===== src/rtl/scan_pkg.sv =====
package scan_pkg;

    localparam int NPAT = 8;   // number of patterns
    localparam int MAXE = 8;   // longest pattern, in elements

    typedef enum logic [1:0] {EK_LIT, EK_ALT, EK_ONE, EK_RUN} ekind_t;

    typedef struct packed {
        ekind_t     kind;
        logic [7:0] b0;
        logic [7:0] b1;
    } elem_t;

    typedef enum logic [1:0] {LS_IDLE, LS_RECV, LS_DONE} lstate_t;

    function automatic elem_t e_lit(input logic [7:0] c);
        return '{kind: EK_LIT, b0: c, b1: c};
    endfunction

    function automatic elem_t e_alt(input logic [7:0] c0, input logic [7:0] c1);
        return '{kind: EK_ALT, b0: c0, b1: c1};
    endfunction

    function automatic elem_t e_one();
        return '{kind: EK_ONE, b0: 8'h00, b1: 8'h00};
    endfunction

    function automatic elem_t e_run();
        return '{kind: EK_RUN, b0: 8'h00, b1: 8'h00};
    endfunction

    function automatic int pat_len(input int p);
        case (p)
            0: return 3;
            1: return 3;
            2: return 5;
            3: return 2;
            4: return 3;
            5: return 3;
            6: return 4;
            default: return 4;
        endcase
    endfunction

    function automatic elem_t pat_elem(input int p, input int i);
        elem_t e;
        e = e_lit(8'h00);
        case (p)
            0: case (i)
                   0: e = e_alt("A", "a");
                   1: e = e_lit("l");
                   2: e = e_lit("l");
                   default: ;
               endcase
            1: case (i)
                   0: e = e_lit("x");
                   1: e = e_one();
                   2: e = e_lit("z");
                   default: ;
               endcase
            2: case (i)
                   0: e = e_lit("a");
                   1: e = e_lit("b");
                   2: e = e_run();
                   3: e = e_lit("c");
                   4: e = e_lit("d");
                   default: ;
               endcase
            3: case (i)
                   0: e = e_run();
                   1: e = e_lit("Q");
                   default: ;
               endcase
            4: case (i)
                   0: e = e_lit("H");
                   1: e = e_lit("I");
                   2: e = e_run();
                   default: ;
               endcase
            5: case (i)
                   0: e = e_alt("0", "1");
                   1: e = e_alt("0", "1");
                   2: e = e_one();
                   default: ;
               endcase
            6: case (i)
                   0: e = e_lit("s");
                   1: e = e_lit("p");
                   2: e = e_lit("a");
                   3: e = e_lit("m");
                   default: ;
               endcase
            default: case (i)
                   0: e = e_lit("k");
                   1: e = e_one();
                   2: e = e_one();
                   3: e = e_lit("k");
                   default: ;
               endcase
        endcase
        return e;
    endfunction

    function automatic logic elem_accepts(input elem_t e, input logic [7:0] c);
        if (e.kind == EK_ONE || e.kind == EK_RUN) return 1'b1;
        return (c == e.b0) || (c == e.b1);
    endfunction

endpackage


===== src/rtl/scan_engine.sv =====
module scan_engine
    import scan_pkg::*;
#(
    parameter int PAT = 0
) (
    input  logic       clk,
    input  logic       rst,
    input  logic       beat,
    input  logic       sop,
    input  logic [7:0] data,
    output logic       matched
);
    localparam int LEN = pat_len(PAT);

    // bit k set: first k elements matched ending at the latest byte
    logic [LEN:0] raw_q;
    logic [LEN:0] act;
    logic [LEN:0] nxt;
    logic         hit;
    logic         matched_q;

    always_comb begin
        elem_t e;
        e   = e_lit(8'h00);
        act = sop ? '0 : raw_q;
        act[0] = 1'b1;
        // a run element may be skipped: carry activity past it
        for (int k = 0; k < LEN; k++) begin
            e = pat_elem(PAT, k);
            if (e.kind == EK_RUN && act[k]) act[k+1] = 1'b1;
        end
        nxt = '0;
        for (int k = 0; k < LEN; k++) begin
            e = pat_elem(PAT, k);
            if (e.kind == EK_RUN) begin
                if (act[k]) nxt[k] = 1'b1;
            end else if (act[k] && elem_accepts(e, data)) begin
                nxt[k+1] = 1'b1;
            end
        end
        for (int k = 0; k < LEN; k++) begin
            e = pat_elem(PAT, k);
            if (e.kind == EK_RUN && nxt[k]) nxt[k+1] = 1'b1;
        end
        hit = beat && nxt[LEN];
    end

    always_ff @(posedge clk) begin
        if (rst) begin
            raw_q     <= '0;
            matched_q <= 1'b0;
        end else if (beat) begin
            raw_q     <= nxt;
            matched_q <= (sop ? 1'b0 : matched_q) | hit;
        end
    end

    assign matched = matched_q;


    fresh_packet_chk: assert property (@(posedge clk) disable iff (rst)
        (beat && sop && !hit) |=> !matched)
        else $error("match bit carried into a new packet");

endmodule


===== src/rtl/scan_lane.sv =====
module scan_lane
    import scan_pkg::*;
(
    input  logic            clk,
    input  logic            rst,
    input  logic            beat,
    input  logic            sop,
    input  logic            eop,
    input  logic [7:0]      data,
    input  logic            free,
    output logic            idle,
    output logic            done,
    output logic [NPAT-1:0] match_vec
);
    lstate_t st_q;

    always_ff @(posedge clk) begin
        if (rst) begin
            st_q <= LS_IDLE;
        end else begin
            case (st_q)
                LS_IDLE: if (beat) st_q <= eop ? LS_DONE : LS_RECV;
                LS_RECV: if (beat && eop) st_q <= LS_DONE;
                LS_DONE: if (free) st_q <= LS_IDLE;
                default: st_q <= LS_IDLE;
            endcase
        end
    end

    assign idle = (st_q == LS_IDLE);
    assign done = (st_q == LS_DONE);

    for (genvar p = 0; p < NPAT; p++) begin : g_eng
        scan_engine #(.PAT(p)) u_eng (
            .clk    (clk),
            .rst    (rst),
            .beat   (beat),
            .sop    (sop),
            .data   (data),
            .matched(match_vec[p])
        );
    end


    no_beat_when_done_chk: assert property (@(posedge clk) disable iff (rst)
        done |-> !beat)
        else $error("byte steered into a finished lane");

endmodule


===== src/rtl/scan_order_fifo.sv =====
module scan_order_fifo #(
    parameter  int DEPTH = 4,
    parameter  int W     = 2,
    localparam int PW    = (DEPTH > 1) ? $clog2(DEPTH) : 1,
    localparam int CW    = $clog2(DEPTH + 1)
) (
    input  logic         clk,
    input  logic         rst,
    input  logic         push,
    input  logic [W-1:0] din,
    input  logic         pop,
    output logic [W-1:0] head,
    output logic         empty
);
    logic [W-1:0]  mem [DEPTH];
    logic [PW-1:0] wr_q, rd_q;
    logic [CW-1:0] cnt_q;

    always_ff @(posedge clk) begin
        if (push) mem[wr_q] <= din;
    end

    always_ff @(posedge clk) begin
        if (rst) begin
            wr_q  <= '0;
            rd_q  <= '0;
            cnt_q <= '0;
        end else begin
            if (push) wr_q <= (wr_q == PW'(DEPTH - 1)) ? '0 : wr_q + 1'b1;
            if (pop)  rd_q <= (rd_q == PW'(DEPTH - 1)) ? '0 : rd_q + 1'b1;
            cnt_q <= cnt_q + CW'(push) - CW'(pop);
        end
    end

    assign head  = mem[rd_q];
    assign empty = (cnt_q == '0);


    no_overflow_chk: assert property (@(posedge clk) disable iff (rst)
        (push && !pop) |-> (cnt_q < CW'(DEPTH)))
        else $error("ticket queue overflow");


    no_underflow_chk: assert property (@(posedge clk) disable iff (rst)
        pop |-> (cnt_q != '0))
        else $error("ticket queue underflow");

endmodule


===== src/rtl/payload_scan.sv =====
module payload_scan
    import scan_pkg::*;
#(
    parameter  int LANES = 4,
    localparam int LW    = (LANES > 1) ? $clog2(LANES) : 1
) (
    input  logic            clk,
    input  logic            rst,
    input  logic            in_valid,
    input  logic            in_sop,
    input  logic            in_eop,
    input  logic [7:0]      in_data,
    output logic            in_ready,
    output logic            out_valid,
    output logic [NPAT-1:0] out_match,
    output logic [LW-1:0]   out_lane,
    input  logic            out_ready
);
    logic [LANES-1:0] lane_idle, lane_done, lane_beat, lane_free;
    logic [NPAT-1:0]  lane_match [LANES];
    logic             in_pkt_q;
    logic [LW-1:0]    cur_q, pick, sel, head;
    logic             any_idle, accept, start, pop, fifo_empty;

    // dispatcher: lowest idle lane
    always_comb begin
        pick = '0;
        for (int i = LANES - 1; i >= 0; i--) begin
            if (lane_idle[i]) pick = LW'(i);
        end
    end

    assign any_idle = |lane_idle;
    assign in_ready = in_pkt_q | any_idle;
    assign accept   = in_valid & in_ready;
    assign start    = accept & ~in_pkt_q;
    assign sel      = in_pkt_q ? cur_q : pick;

    always_ff @(posedge clk) begin
        if (rst) begin
            in_pkt_q <= 1'b0;
            cur_q    <= '0;
        end else if (accept) begin
            in_pkt_q <= ~in_eop;
            if (start) cur_q <= pick;
        end
    end

    for (genvar i = 0; i < LANES; i++) begin : g_lane
        assign lane_beat[i] = accept && (sel == LW'(i));
        assign lane_free[i] = pop && (head == LW'(i));
        scan_lane u_lane (
            .clk      (clk),
            .rst      (rst),
            .beat     (lane_beat[i]),
            .sop      (~in_pkt_q),
            .eop      (in_eop),
            .data     (in_data),
            .free     (lane_free[i]),
            .idle     (lane_idle[i]),
            .done     (lane_done[i]),
            .match_vec(lane_match[i])
        );
    end

    // collector: tickets in arrival order
    scan_order_fifo #(.DEPTH(LANES), .W(LW)) u_order (
        .clk  (clk),
        .rst  (rst),
        .push (start),
        .din  (pick),
        .pop  (pop),
        .head (head),
        .empty(fifo_empty)
    );

    assign out_valid = !fifo_empty && lane_done[head];
    assign pop       = out_valid & out_ready;
    assign out_match = lane_match[head];
    assign out_lane  = head;


    one_grant_chk: assert property (@(posedge clk) disable iff (rst)
        $onehot0(lane_beat & lane_idle))
        else $error("more than one lane granted");


    framing_chk: assert property (@(posedge clk) disable iff (rst)
        accept |-> (in_sop == !in_pkt_q))
        else $error("start flag disagrees with packet framing");


    hold_result_chk: assert property (@(posedge clk) disable iff (rst)
        (out_valid && !out_ready) |=> (out_valid && $stable(out_match) && $stable(out_lane)))
        else $error("result changed while stalled");

endmodule


===== config.mk =====
export PLATFORM = sky130hd
export DESIGN_NAME = payload_scan
export DESIGN_NICKNAME = d
export VERILOG_FILES = /design/src/rtl/scan_pkg.sv /design/src/rtl/scan_engine.sv /design/src/rtl/scan_lane.sv /design/src/rtl/scan_order_fifo.sv /design/src/rtl/payload_scan.sv
export SDC_FILE = /design/constraint.sdc
export NUM_CORES = 1
export LEC_CHECK = 0
export BUFFER_PORTS_ARGS = -buffer_cell sky130_fd_sc_hd__buf_2
export CORE_UTILIZATION = 50
export DETAILED_ROUTE_END_ITERATION = 12
export PLACE_DENSITY = 0.73
export SYNTH_ARGS = -nofsm -noshare
export SYNTH_HDL_FRONTEND = slang
export SYNTH_SLANG_ARGS = --single-unit

===== constraint.sdc =====
create_clock -name clk -period 5.8 [get_ports clk]
set_input_delay 0.29 -clock clk [delete_from_list [all_inputs] [get_ports clk]]
set_output_delay 0.29 -clock clk [all_outputs]
set_load 0.01 [all_outputs]

; ---- Word level (Yosys, flattened, before mapping)
; Memories as Yosys holds them, arrays and structs flattened. A register that Yosys moved wholly into a read port is not among the register bits.
; Cells that the tools add are included.
[op_classes]
addsub = 4
order_cmp = 2
eq_ne = 45
mux = 185
bitwise = 39
n_reduce_logical = 109
[ops]
columns = operator, n
row1 = 2-to-1 mux 1 bit, 127
row2 = "equality test 8 x 7 -> 1 bit, second input constant", 15
row3 = logical AND 1 bit, 93
row4 = 2-to-1 mux 3 bit, 16
row5 = 2-to-1 mux 2 bit, 22
row6 = OR 1 bit, 33
row7 = 2-to-1 mux 4 bit, 8
row8 = "inequality test 2 x 1 -> 1 bit, second input constant", 12
row9 = one-hot mux 2 bit (3 select lines), 4
row10 = "equality test 2 bit, second input constant", 10
row11 = 2-to-1 mux 5 bit, 4
row12 = binary-select mux 8 bit (select 2 bit), 1
row13 = "equality test 8 x 6 -> 1 bit, second input constant", 2
row14 = 2-to-1 mux 8 bit, 2
row15 = "equality test 2 x 1 -> 1 bit, second input constant", 6
row16 = logical NOT 2 bit, 6
row17 = AND reduction 3 bit, 4
row18 = "adder 2 x 1 -> 2 bit, second input constant", 2
row19 = OR reduction 4 bit, 1
row20 = adder 3 x 1 -> 3 bit, 1
row21 = AND 1 bit, 3
row22 = ">= comparator 3 bit, second input constant", 1
row23 = logical NOT 3 bit, 1
row24 = "< comparator 2 x 3 -> 1 bit, second input constant", 1
row25 = other kinds (7), 9
[word_totals]
register_bits = 122
ramBits = 8
in_bits = 14
memories = 1
[mem_list]
columns = memory, words, word_bits, read_ports, rd_ports_with_merged_regs, write_ports, line_no
row1 = u_order.mem, 4, 2, 1, 1, 1, scan_order_fifo.sv:15  ; logic [W-1:0] mem [DEPTH];

; ---- Depth between registers and ports, before layout
[logic_depth]
depth_word = 11
depth_mapped = 13
ltp_nobuf = 13

; ---- By module
; From an unflattened synthesis, not the netlist that was laid out.
[unflattened]
hier_cells = 676
area_unflattened_um2 = 6643.9
[by_module_without_submodules]
columns = mod, instances, cells_per_inst, area_per_inst_um2, seq_area_each_um2
row1 = scan_engine (g_lane[0].u_lane.g_eng[2].u_eng ...), 4, 21, 215.2, 80.1
row2 = scan_engine (g_lane[0].u_lane.g_eng[6].u_eng ...), 4, 21, 203.9, 80.1
row3 = scan_engine (g_lane[0].u_lane.g_eng[7].u_eng ...), 4, 20, 187.7, 80.1
row4 = scan_order_fifo, 1, 52, 737.0, 420.4
row5 = scan_engine (g_lane[0].u_lane.g_eng[0].u_eng ...), 4, 18, 158.9, 60.1
row6 = scan_engine (g_lane[0].u_lane.g_eng[4].u_eng ...), 4, 15, 153.9, 60.1
row7 = scan_engine (g_lane[0].u_lane.g_eng[1].u_eng ...), 4, 16, 138.9, 60.1
row8 = payload_scan, 1, 56, 536.8, 60.1
row9 = scan_engine (g_lane[0].u_lane.g_eng[5].u_eng ...), 4, 15, 128.9, 60.1
row10 = scan_lane, 4, 9, 83.8, 40.0
row11 = scan_engine (g_lane[0].u_lane.g_eng[3].u_eng ...), 4, 7, 71.3, 20.0

; ---- Least setup slack after synthesis
; Ideal clock, no wire load.
[synth_path]
kind = register to register
startpoint = register (tool-made name)
endpoint = register u_order.cnt_q[2]
arrival_time_ns = 2.427
required_time_ns = 5.672
path_slack_ns = 3.245
path_stages_with_launch = 13
n_path_buf = 0
cell_sequence = dfxtp_1 -> mux2_4 -> a21oi_4 -> inv_2 -> mux2i_1 -> mux2i_1 -> nor2_2 -> ha_1 -> inv_1 -> ha_1 -> fa_1 -> xnor2_1 -> nor2_1
[synth_rtl]
columns = item, line_no
row1 = end signal: assignment, scan_order_fifo.sv:31  ; cnt_q <= cnt_q + CW'(push) - CW'(pop);
row2 = end: declaration, scan_order_fifo.sv:17  ; logic [CW-1:0] cnt_q;

==> metrics.json <==
{
  "place": {
    "detailedPlacementHpwl_mm": 9.262,
    "pre_cts_ws_ps": 2742,
    "port_buffers": 24,
    "weighted_congestion_at_the_end_of_routability_driven_global_placement": 0.8894
  },
  "die": {
    "starting_utilization_of_the_core_area": 0.5154,
    "core_area_um2": 10840,
    "chipHeight_um": 107.7,
    "floorplan.die_area_um2": 11600,
    "rows": 38,
    "die_width_um": 107.7,
    "num_io_pins": 26
  },
  "synthesis": {
    "post_synth_instance_area_um2": 5587,
    "synth_fp_nets": 622,
    "post_synth.cell_area_avg_um2": 9.311,
    "async_flop_share": 0,
    "synth_ff_type": "dfxtp_1",
    "seq_area_frac_synth": 0.4730,
    "synth.top_cells.by_count": "dfxtp_1 (120), nand2_1 (74), a21oi_1 (65), nor2_1 (46), o21ai_0 (26)",
    "post-synth-top-area-fraction": 0.4300,
    "yosys.area.top_type": "dfxtp_1",
    "synth-edff-count": 8,
    "synth.yosys.warnings": 0,
    "synth-seq-cells": 128,
    "yosysMostFrequentCell": "dfxtp_1",
    "netlist_instances": 600,
    "yosys.cell_types.count": 72,
    "synth_top_cells_by_area": "dfxtp_1 (43%), a21oi_1 (5.8%), nand2_1 (5.0%), edfxtp_1 (4.3%), mux4_2 (3.2%)"
  },
  "clock_network": {
    "cts-hold-fix-buffers": 0,
    "htreeDepth": 4,
    "postCtsSetupBuffers": 0,
    "clkSlewWorstSetupHoldPaths_ps": 60,
    "tritoncts_num_sinks": 128,
    "clockRootBuffer": "clkbuf_8",
    "post_cts_resize_count": 0,
    "clock_insertion_delay_worst_skew_ps": 530,
    "tritoncts.num_buffers": 17,
    "clockBufferDepth": 2,
    "tritoncts_clock_tree": "built"
  },
  "sta": {
    "final.setup.tns_ps": 0,
    "worst_skew_ps": 10.16,
    "timing.final.hold_violations": 0,
    "rsz_0062_raised_after_global_routing": "false",
    "period_share": 0.5269,
    "final_max_slew_viol_count": 0,
    "finalCriticalPeriod_ps": 3056,
    "achievable-frequency_mhz": 327.2,
    "worst_slack_ps": 2744,
    "setup_violations": 0,
    "tightestPinTransition_ps": 1270,
    "hold-worst-slack_ps": 86.67,
    "maxSlewHeadroom": 0.1455
  },
  "global_routing": {
    "first_global_vias": 4483,
    "initial_antenna_violation_count": 0,
    "grt_pass1_wl_mm": 23.21,
    "grt_usage": 0.2681,
    "globalRouteOverflowTotal": 0,
    "grt_start_max_net_pins": 63
  },
  "cells_and_area": {
    "finalNetCount": 635,
    "finalCoreUtilization": 0.5895,
    "syn2layout_area_growth_pct": 14.38,
    "final_layout_size_suffix_gt1_frac": 0.1613,
    "antenna-diode-count": 0,
    "fillerInstances": 913
  },
  "detailed_routing": {
    "routed.top_layer": "met4",
    "drt-total-wl_mm": 14.61,
    "drc": 0,
    "routed-wl-met2_mm": 6.842,
    "routed-wl-met3_mm": 1.242,
    "met1Wirelength_mm": 5.993,
    "postRouteAntennaNets": 0,
    "detailedRoute.firstPassIterationCount": 9,
    "via_per_inst": 6.281,
    "drt_iter0_markers": 531,
    "route.detailed.wl_per_inst_um": 19.07,
    "dr_total_vias": 4811
  },
  "setup_path": {
    "worst_ep_required_time_ps": 6180,
    "worstPathMaxFanout": 12,
    "arrival_ps": 3440,
    "reg2regPathDepth": 12,
    "worst_setup_path_start_kind": "flip-flop",
    "worstSetupPathType": "reg2reg",
    "worstSetupEndpointType": "flip-flop"
  },
  "outcome": {
    "status": "finished clean"
  },
  "power_and_ir_drop": {
    "cell_leakage_power_nw": 2.271,
    "vdd.ir_drop.worst_mv": 0.2191,
    "power-per-cell-area_nw_per_um2": 356.5
  },
  "job": {
    "drv.max_cap_violation_count": 0
  },
  "worst_hold_path": {
    "worst_hold_path_type": "in2reg",
    "worstHoldPathCells": 2
  }
}
## sequential cells by signal, summed over array words and instances (netlist names), named ones only
name / flops
cur_q: 2
g_lane.u_lane.g_eng.u_eng.matched: 32
g_lane.u_lane.st_q: 8
u_order.rd_q: 2
g_lane.u_lane.g_eng.u_eng.raw_q: 68
in_pkt_q: 1
u_order.cnt_q: 3
u_order.wr_q: 2
u_order.mem: 8
## layout by cell type (no fill, tap or decap), types with 9 or more instances in the layout
cell type  count
nor3_1         9
nand2b_1      15
buf_2         24
nor2_1        46
nand4_1       12
clkbuf_16     17
inv_1         15
nor2b_1       10
a21oi_1       65
nand3_1       24
o21ai_0       26
dfxtp_1      120
nand2_1       74
## path summary, 6_finish.rpt
kind	start	endpoint	slack, ps
max	flip-flop	u_order.cnt_q[2]	2740
min	in_eop	g_lane[3].u_lane.st_q[0]	90
max reg2reg	flip-flop	u_order.cnt_q[2]	2740
min reg2reg	g_lane[0].u_lane.g_eng[1].u_eng.matched	g_lane[0].u_lane.g_eng[1].u_eng.matched	440
## report_power, final
group	switching [W]	internal [W]	leakage, nW
Clock	0.000409	0.000729	0.312
Combinational	0.000156	0.0000641	0.915
Sequential	0.0000152	0.000905	1.04
Total	0.000580	0.00170	2.27
## cells by family (layout without fill, tap and decap cells)
family / after synthesis / in the layout / share of synthesized area
DFF: 128 / 128 / 0.4730
and+or+nand+nor: 233 / 233 / 0.2170
AOI/OAI and AO/OA: 158 / 158 / 0.1904
adders and majority gates: 8 / 8 / 0.01926
buffers and inverters: 54 / 80 / 0.04479
xor gates and xnor gates: 2 / 2 / 0.003136
muxes: 17 / 17 / 0.05241
## metal layers
metal  track usage  up-vias
li1              -     2206
met1        0.3480     2318
met2        0.4098      242
met3       0.07506       45
met4        0.1292        0
met5             0        -
## critical path, stage by stage (launching register included)
cell,delay [ps]
dfxtp_1,410
mux2_4,330
a21oi_4,300
inv_2,230
mux2i_1,180
mux2i_1,230
nor2_2,100
ha_1,290
inv_1,40
ha_1,180
fa_1,400
xnor2_1,160
nor2_1,50
## area by class of cell
type	count	area (µm²)	share of cell area
tap	140	175.2	0.02741
clock inverter	14	198.9	0.03113
inverter	16	60.06	0.009399
timing repair buffer	32	180.2	0.02820
multi-input combinational	418	2694	0.4216
clock buffer	18	439.2	0.06873
sequential	128	2643	0.4135
## through the flow
step / cells / power [W] / cell area (µm²)
finish: 766 / 0.002278 / 6390
global route: 766 / 0.002346 / 6390
CTS: 766 / 0.002281 / 6390
detailed placement: 734 / 0.001153 / 5752
global placement: 734 / 0.001147 / 5752
floorplan: 600 / 0.001099 / 5587
No activity file was read; power rests on OpenSTA's default activity.
